--- src/rtl/ioc_pkg.sv ---
package ioc_pkg;
  localparam int NPORT = 2;

  typedef struct packed {
    logic [NPORT-1:0] load;
    logic [NPORT-1:0] clear;
  } iocStrobe_t;
endpackage

--- src/rtl/ioc_datapath.sv ---
module ioc_datapath
  import ioc_pkg::*;
#(
  parameter int W = 8
) (
  input  logic                       clk,
  input  logic                       rstN,
  input  logic [NPORT-1:0][W-1:0]    pins,
  input  logic [NPORT-1:0][W-1:0]    defVal,
  input  logic [NPORT-1:0][W-1:0]    trip,
  input  iocStrobe_t                 stb,
  output logic [NPORT-1:0][W-1:0]    chgDiff,
  output logic [NPORT-1:0][W-1:0]    defDiff,
  output logic [NPORT-1:0][W-1:0]    flags,
  output logic [NPORT-1:0][W-1:0]    caps
);
  logic                    primedQ;
  logic [NPORT-1:0][W-1:0] prevQ;
  logic [NPORT-1:0][W-1:0] flagQ;
  logic [NPORT-1:0][W-1:0] capQ;

  always_ff @(posedge clk) begin
    if (!rstN) primedQ <= 1'b0;
    else       primedQ <= 1'b1;
  end

  for (genvar p = 0; p < NPORT; p++) begin : g_port
    always_ff @(posedge clk) begin
      if (!rstN) begin
        prevQ[p] <= '0;
        flagQ[p] <= '0;
        capQ[p]  <= '0;
      end else begin
        prevQ[p] <= pins[p];
        if (stb.clear[p]) begin
          flagQ[p] <= '0;
        end else if (stb.load[p]) begin
          flagQ[p] <= trip[p];
          capQ[p]  <= pins[p];
        end
      end
    end

    assign chgDiff[p] = primedQ ? (pins[p] ^ prevQ[p]) : '0;
    assign defDiff[p] = pins[p] ^ defVal[p];
    assign flags[p]   = flagQ[p];
    assign caps[p]    = capQ[p];
  end
endmodule

--- src/rtl/ioc_control.sv ---
module ioc_control
  import ioc_pkg::*;
#(
  parameter int W = 8
) (
  input  logic                    clk,
  input  logic                    rstN,
  input  logic [NPORT-1:0][W-1:0] en,
  input  logic [NPORT-1:0][W-1:0] ctl,
  input  logic [NPORT-1:0][W-1:0] chgDiff,
  input  logic [NPORT-1:0][W-1:0] defDiff,
  input  logic [NPORT-1:0][W-1:0] flags,
  input  logic [NPORT-1:0]        rdClr,
  input  logic                    cfgMirror,
  input  logic                    cfgOpenDrain,
  input  logic                    cfgPolarity,
  output iocStrobe_t              stb,
  output logic [NPORT-1:0][W-1:0] trip,
  output logic [NPORT-1:0]        intOut,
  output logic [NPORT-1:0]        intOe
);
  logic [NPORT-1:0][W-1:0] blockQ;
  logic [NPORT-1:0]        pending;
  logic                    anyPending;
  logic [NPORT-1:0]        active;

  for (genvar p = 0; p < NPORT; p++) begin : g_port
    logic [W-1:0] defMiss;
    assign defMiss    = ctl[p] & defDiff[p];
    assign trip[p]    = en[p] & ((defMiss & ~blockQ[p]) | (~ctl[p] & chgDiff[p]));
    assign pending[p] = |flags[p];

    always_comb begin
      stb.clear[p] = rdClr[p];
      stb.load[p]  = !pending[p] && (|trip[p]) && !rdClr[p];
    end

    always_ff @(posedge clk) begin
      if (!rstN)          blockQ[p] <= '0;
      else if (rdClr[p])  blockQ[p] <= defMiss;
      else                blockQ[p] <= blockQ[p] & defMiss;
    end

    assign active[p] = cfgMirror ? anyPending : pending[p];
    assign intOe[p]  = cfgOpenDrain ? active[p] : 1'b1;
    assign intOut[p] = cfgOpenDrain ? 1'b0 : (cfgPolarity ? active[p] : !active[p]);
  end

  assign anyPending = |pending;
endmodule

--- src/rtl/gpio_ioc_unit.sv ---
module gpio_ioc_unit
  import ioc_pkg::*;
#(
  parameter int W = 8
) (
  input  logic         clk,
  input  logic         rstN,
  input  logic [W-1:0] pinA,
  input  logic [W-1:0] pinB,
  input  logic [W-1:0] enA,
  input  logic [W-1:0] enB,
  input  logic [W-1:0] ctlA,
  input  logic [W-1:0] ctlB,
  input  logic [W-1:0] defA,
  input  logic [W-1:0] defB,
  input  logic         cfgMirror,
  input  logic         cfgOpenDrain,
  input  logic         cfgPolarity,
  input  logic         rdCapA,
  input  logic         rdCapB,
  input  logic         rdPortA,
  input  logic         rdPortB,
  output logic [W-1:0] flagA,
  output logic [W-1:0] flagB,
  output logic [W-1:0] capA,
  output logic [W-1:0] capB,
  output logic         intAOut,
  output logic         intAOe,
  output logic         intBOut,
  output logic         intBOe
);
  iocStrobe_t              stb;
  logic [NPORT-1:0][W-1:0] pins, enV, ctlV, defV, trip, chgDiff, defDiff, flags, caps;
  logic [NPORT-1:0]        rdClr, intOut, intOe;

  assign pins  = {pinB, pinA};
  assign enV   = {enB, enA};
  assign ctlV  = {ctlB, ctlA};
  assign defV  = {defB, defA};
  assign rdClr = {rdCapB | rdPortB, rdCapA | rdPortA};

  ioc_datapath #(.W(W)) u_dp (
    .clk(clk), .rstN(rstN), .pins(pins), .defVal(defV), .trip(trip), .stb(stb),
    .chgDiff(chgDiff), .defDiff(defDiff), .flags(flags), .caps(caps)
  );

  ioc_control #(.W(W)) u_ctl (
    .clk(clk), .rstN(rstN), .en(enV), .ctl(ctlV), .chgDiff(chgDiff), .defDiff(defDiff),
    .flags(flags), .rdClr(rdClr), .cfgMirror(cfgMirror), .cfgOpenDrain(cfgOpenDrain),
    .cfgPolarity(cfgPolarity), .stb(stb), .trip(trip), .intOut(intOut), .intOe(intOe)
  );

  assign flagA   = flags[0];
  assign flagB   = flags[1];
  assign capA    = caps[0];
  assign capB    = caps[1];
  assign intAOut = intOut[0];
  assign intAOe  = intOe[0];
  assign intBOut = intOut[1];
  assign intBOe  = intOe[1];
endmodule

--- config.mk ---
export PLATFORM = sky130hd
export DESIGN_NAME = gpio_ioc_unit
export DESIGN_NICKNAME = d
export VERILOG_FILES = /design/src/rtl/ioc_pkg.sv /design/src/rtl/ioc_datapath.sv /design/src/rtl/ioc_control.sv /design/src/rtl/gpio_ioc_unit.sv
export SDC_FILE = /design/constraint.sdc
export NUM_CORES = 1
export LEC_CHECK = 0
export ABC_AREA = 1
export BUFFER_PORTS_ARGS = -buffer_cell sky130_fd_sc_hd__buf_2
export CORE_ASPECT_RATIO = 0.75
export CORE_MARGIN = 3
export CORE_UTILIZATION = 40
export CTS_BUF_LIST = sky130_fd_sc_hd__clkbuf_8 sky130_fd_sc_hd__clkbuf_16
export CTS_CLUSTER_DIAMETER = 100
export CTS_CLUSTER_SIZE = 40
export DETAILED_ROUTE_END_ITERATION = 6
export HOLD_SLACK_MARGIN = 0.12
export PLACE_DENSITY = 0.74
export REMOVE_ABC_BUFFERS = 1
export SYNTH_ARGS = -nofsm -noshare
export SYNTH_HDL_FRONTEND = slang
export SYNTH_SLANG_ARGS = --single-unit
--- constraint.sdc ---
create_clock -name clk -period 2.8 [get_ports clk]
set_input_delay 0.28 -clock clk [delete_from_list [all_inputs] [get_ports clk]]
set_output_delay 0.28 -clock clk [all_outputs]
set_load 0.03 [all_outputs]
* Word-level counts from Yosys, hierarchy flattened
Index checks and enable logic that the tools add are counted.
** Word-level totals
- Register bits :: 65
- Latch bits :: 0
- RAM bits :: 0
- Bits in read-only memories :: 0
- Bits of input ports :: 73
- Output and inout port bits :: 36
- Memories kept :: 0
** Cells by class
- $add $sub $neg :: 0
- Multipliers :: 0
- Divide/modulo/power cells :: 0
- Order comparisons :: 0
- Equal/unequal tests :: 0
- Shift operators :: 0
- Muxes and demuxes :: 13
- Bitwise operators :: 25
- Reduce and logical (&&, ||, !) cells :: 19
** Operators with widths (count)
- $and A8 B8 Y8 :: 10
- $mux W8 :: 4
- $not A8 Y8 :: 4
- $reduce_or A8 Y1 :: 4
- $xor A8 B8 Y8 :: 4
- $or A8 B8 Y8 :: 2
- $reduce_or A16 Y1 :: 1
- $mux W1 :: 9
- $logic_not A1 Y1 :: 6
- $logic_and A1 B1 Y1 :: 4
- $reduce_and A2 Y1 :: 2
- $reduce_or A2 Y1 :: 2
- $not A1 Y1 :: 3
- $or A1 B1 Y1 :: 2

* Logic depth before layout (Yosys ltp)
- Depth in word-level cells :: 9
- Mapped depth :: 14

* By module
A second synthesis with hierarchy kept.
** Second synthesis, totals
- Cell total of the unflattened synthesis :: 511
- Area, all modules :: 3229.3 um^2
** Modules (own cells, without submodules)
- ioc_datapath :: instances 1, cells an instance 307, area an instance 2122.0 um^2
- ioc_control :: instances 1, cells an instance 198, area an instance 1084.8 um^2
- gpio_ioc_unit :: instances 1, cells an instance 6, area an instance 22.5 um^2

* Least setup slack after synthesis
Ideal clock, no wire load.
- Path kind :: reg2out
- From :: reg u_dp.flagQ, in the netlist u_dp.flags[8]
- To :: out intAOut
- Arrival :: 1.669 ns
- Data required time :: 2.520 ns
- Setup slack :: 0.851 ns
- Cell stages (with the launch flop) :: 7
- Buffers on the path :: 0
- Cell sequence :: dfxtp_1 nor2_1 nand4_1 inv_1 o21ai_0 nor2_1 nor3_1
** Between the ends
- Longest elaborated chain between the ends :: 5
** RTL lines
- start: declaration :: RTL line ioc_datapath.sv:19 : logic [NPORT-1:0][W-1:0] flagQ;
- start signal: indexed assignment :: RTL line ioc_datapath.sv:38 : flagQ[p] <= trip[p];
- $reduce_or A16 Y1 (*) :: RTL line ioc_control.sv:49 : assign anyPending = |pending;
- $mux W1 (*) :: RTL line ioc_control.sv:44 : assign active[p] = cfgMirror ? anyPending : pending[p];
- $logic_not A1 Y1 :: RTL line ioc_control.sv:46 : assign intOut[p] = cfgOpenDrain ? 1'b0 : (cfgPolarity ? active[p] : !active[p]);
- $mux W1 (*) (2 in series) :: RTL line ioc_control.sv:46
- end: declaration :: RTL line gpio_ioc_unit.sv:27 : output logic intAOut,
Mark *: on every way between the ends. The rest lies on a longest branch, timed or not.

* Worst setup path after layout
- From :: reg u_dp.primedQ
- To :: reg u_dp.flagQ, in the netlist u_dp.flags[4]
** Between the ends
- Longest elaborated chain between the ends :: 7
** RTL lines
- start: declaration :: RTL line ioc_datapath.sv:17 : logic primedQ;
- start signal: assignment :: RTL line ioc_datapath.sv:23 : if (!rstN) primedQ <= 1'b0;
- start signal: assignment :: RTL line ioc_datapath.sv:24 : else primedQ <= 1'b1;
- $mux W8 (*) :: RTL line ioc_datapath.sv:44 : assign chgDiff[p] = primedQ ? (pins[p] ^ prevQ[p]) : '0;
- $and A8 B8 Y8 (*) :: RTL line ioc_control.sv:30 : assign trip[p] = en[p] & ((defMiss & ~blockQ[p]) | (~ctl[p] & chgDiff[p]));
- $or A8 B8 Y8 (*) :: RTL line ioc_control.sv:30
- $and A8 B8 Y8 (*) :: RTL line ioc_control.sv:30
- $reduce_or A8 Y1 :: RTL line ioc_control.sv:35 : stb.load[p] = !pending[p] && (|trip[p]) && !rdClr[p];
- $logic_and A1 B1 Y1 (2 in series) :: RTL line ioc_control.sv:35
Marks and branches as above.
A chain may end at the register's enable or synchronous reset.

==> results.md <==
* Critical Path Fanout Max at 30
* Final Wtd Congestion at 0.840
* Die area at 0.00942 mm2
* Io pins at 109
* Final ANT Viol Nets at 0
* Max-Cap Viols at 0
* Nets at 700
* Slew Limit Headroom at 39.9%
* Reg2reg end: u_dp.flags[4]
* Pre-Repair DR Iteration Count at 4
* Fin crit share at 77.6%
* Hold buffers post-CTS at 0
* Largest net degree at the start of global routing at 50
* Worst path top cell family by delay: simple AND/OR/NAND/NOR gates
* Post-CTS sizing at 0
* Worst setup SP type: flip-flop
* Outcome: complete, no violations
* Final hold vios at 0
* Routed WL at 8750 um
* Setup CP Type: reg2reg
* Least-Margin Pin Slew at 0.899 ns
* Initial core utilization at 41.7%
* Syn_area_per_cell at 6.32 um2
* Vias in the first global route at 3176
* # DRC at 0
* Hold Crit Endpoint: u_dp.prevQ[4]
* Slowest-stage cell, CP: nand2_1
* Initial antenna violation count at 0
* Grt total ovfl at 0
* First-pass GRT wire length at 14500 um
* Most frequent CP cell: nand2_1
* Clk buf depth at 2
* Row cnt at 28
* Core region area at 0.00795 mm2
* Post-synthesis sequential area ratio at 39.3%
* Reg2reg path depth at 12
* CP Capture Type: flip-flop
* P_leak at 2.17 nW
* Area post-placement at 0.00391 mm2
* Final antenna diode count at 0
* WP data arrival at 2.39 ns
* Hold Crit Depth at 3
* Vias/cell at 4.78
* Fin area at 0.00408 mm2
* Die Wd at 111 um
* Crit-path cells: inv_2 > nor2_1 > nand3_1 > nand2_1 > nand2_1 > nand2_1 > nor2_1 > nand2_1 > nand2_1 > nand2_1 > nand2_1 > nor2_1
* Worst Hold Launch: pinA[4]
* CP max stage delay at 0.53 ns
* Largest cells by area after synthesis: dfxtp_1, nand2_1, nor2_1
* Ys Warns at 0
* Initial DRC Count at 212
* Via count at 3510
* CTS Buf Count at 9
* Final setup violation count at 0
* Area Overhead vs Synth at 23.0%
* Synth Cell Area at 0.00331 mm2
* Max-slew violations at 0
* Wire per inst at 11.9 um
* Number of synthesized register bits at 65
* # clock sinks at 65
* FMAX at 0.460 GHz
* Count of different cell masters after synthesis at 23
* Power per cell area at 536 mW/mm2
* RSZ-0062 raised after global routing: false
* CP bufs+invs at 1
* Post-Syn Instances at 524
* Setup Skew at 0.00889 ns
* HPWL Detailed at 6530 um
* Yosys top cell area share at 39.3%
* TritonCTS clock tree: built
* GRT Util Overall at 18.6%
* Setup TNS Final at 0 ns
* Layout cells sized above 1 at 20.8%
* Post-CTS setup buffers at 0
* Worst-path clk slew at 0.07 ns
* CP required at 3.02 ns
* Clock Latency Late Sink at 0.33 ns
* Root buffer cell: clkbuf_8
* H-tree depth at 3
* Buffers on Ports at 108
* Reg2reg start: u_dp.primedQ
* Min-Delay Path Class: in2reg
* Tot Pwr at 2.18 mW
* Area leader, netlist: dfxtp_1
* Minimum clock period at 2.17 ns
* Max VDD drop at 236 uV
* FF-to-FF setup slack at 0.63 ns
* Die H at 84.8 um
## Yosys cell counts, drive strengths merged
| cell | instances |
|---|---|
| nor3 | 3 |
| o21ai | 13 |
| dfxtp | 65 |
| buf | 12 |
| nor2 | 80 |
| nand4 | 22 |
| clkbuf | 7 |
| nand3b | 3 |
| a21boi | 1 |
| nand2 | 141 |
| inv | 74 |
| or2 | 13 |
| a21oi | 38 |
| nand3 | 52 |
## flip-flops by register name, indices dropped and copies added, names as in the netlist
name          flops
u_ctl.blockQ     16
u_dp.caps        16
u_dp.flags       16
u_dp.prevQ       16
u_dp.primedQ      1
## tightest hold or removal path: cells and delay by family
| kind | cells | cell delay [ns] |
|---|---|---|
| buffers and inverters | 2 | 0.15 |
| and+or+nand+nor | 1 | 0.05 |
## where the power goes
| group | switching [mW] | leakage (nW) | total, mW | internal (mW) |
|---|---|---|---|---|
| clock | 0.345 | 0.0871 | 0.702 | 0.357 |
| sequential | 0.0236 | 0.534 | 0.998 | 0.975 |
| combinational | 0.317 | 1.55 | 0.484 | 0.167 |
| total | 0.686 | 2.17 | 2.18 | 1.50 |
## layout by cell type, fill, tap and decap left out, types with 2 or more instances in the layout
cell	count
or2_0	4
or2_1	8
buf_4	3
nand4_1	22
inv_1	73
nand3_1	52
nor2_1	78
clkinv_2	2
dfxtp_1	65
buf_2	108
clkbuf_8	11
nand3b_1	3
o21ai_0	12
nand2_1	140
nor3_1	2
a21oi_1	38
## through the flow
| step | hold WS (ns) | setup slack (ns) | utilization, % | instances |
|---|---|---|---|---|
| global placement | 0.436 | 0.708 | 49.1 | 721 |
| detailed placement | 0.442 | 0.640 | 49.1 | 721 |
| floorplan | 0.308 | 0.760 | - | 505 |
| finish | 0.174 | 0.628 | 51.2 | 735 |
| CTS | 0.164 | 0.621 | 51.2 | 735 |
| global route | 0.171 | 0.301 | 51.2 | 735 |
## cells by family after synthesis
kind of cell / share of synthesized area [%]
AO/OA/AOI/OAI: 7.93
buffers and inverters: 11.7
flip-flops: 39.3
AND/OR/NAND/NOR: 41.1
## worst max path at each step
| stage | start | endpoint | slack [ns] | cells after the start |
|---|---|---|---|---|
| floorplan | u_dp.flags[10] | u_dp.caps[10] | 0.76 | 6 |
| global placement | u_dp.primedQ | u_dp.flags[4] | 0.71 | 12 |
| global route | u_dp.primedQ | u_dp.flags[4] | 0.30 | 12 |
| finish | u_dp.primedQ | u_dp.flags[4] | 0.63 | 12 |
| CTS | u_dp.primedQ | u_dp.flags[4] | 0.62 | 12 |
| detailed placement | u_dp.primedQ | u_dp.flags[4] | 0.64 | 12 |
## layer usage
layer	GRT usage, %	share of wire, %	vias to the layer above
li1	-	-	1851
met1	24.5	47	1545
met2	31.0	46	110
met3	5.20	6.6	4
met4	3.65	0.56	0
met5	0	0	-
## cell type report
| cell class | instances | area (um2) |
|---|---|---|
| inverter | 74 | 278 |
| multi-input combinational | 366 | 1630 |
| clock buffer | 11 | 151 |
| sequential | 65 | 1300 |
| timing repair buffer | 111 | 563 |
| tap | 105 | 131 |
| fill | 822 | 3880 |
| clock inverter | 3 | 17.5 |
No activity file was read; power rests on OpenSTA's default activity.
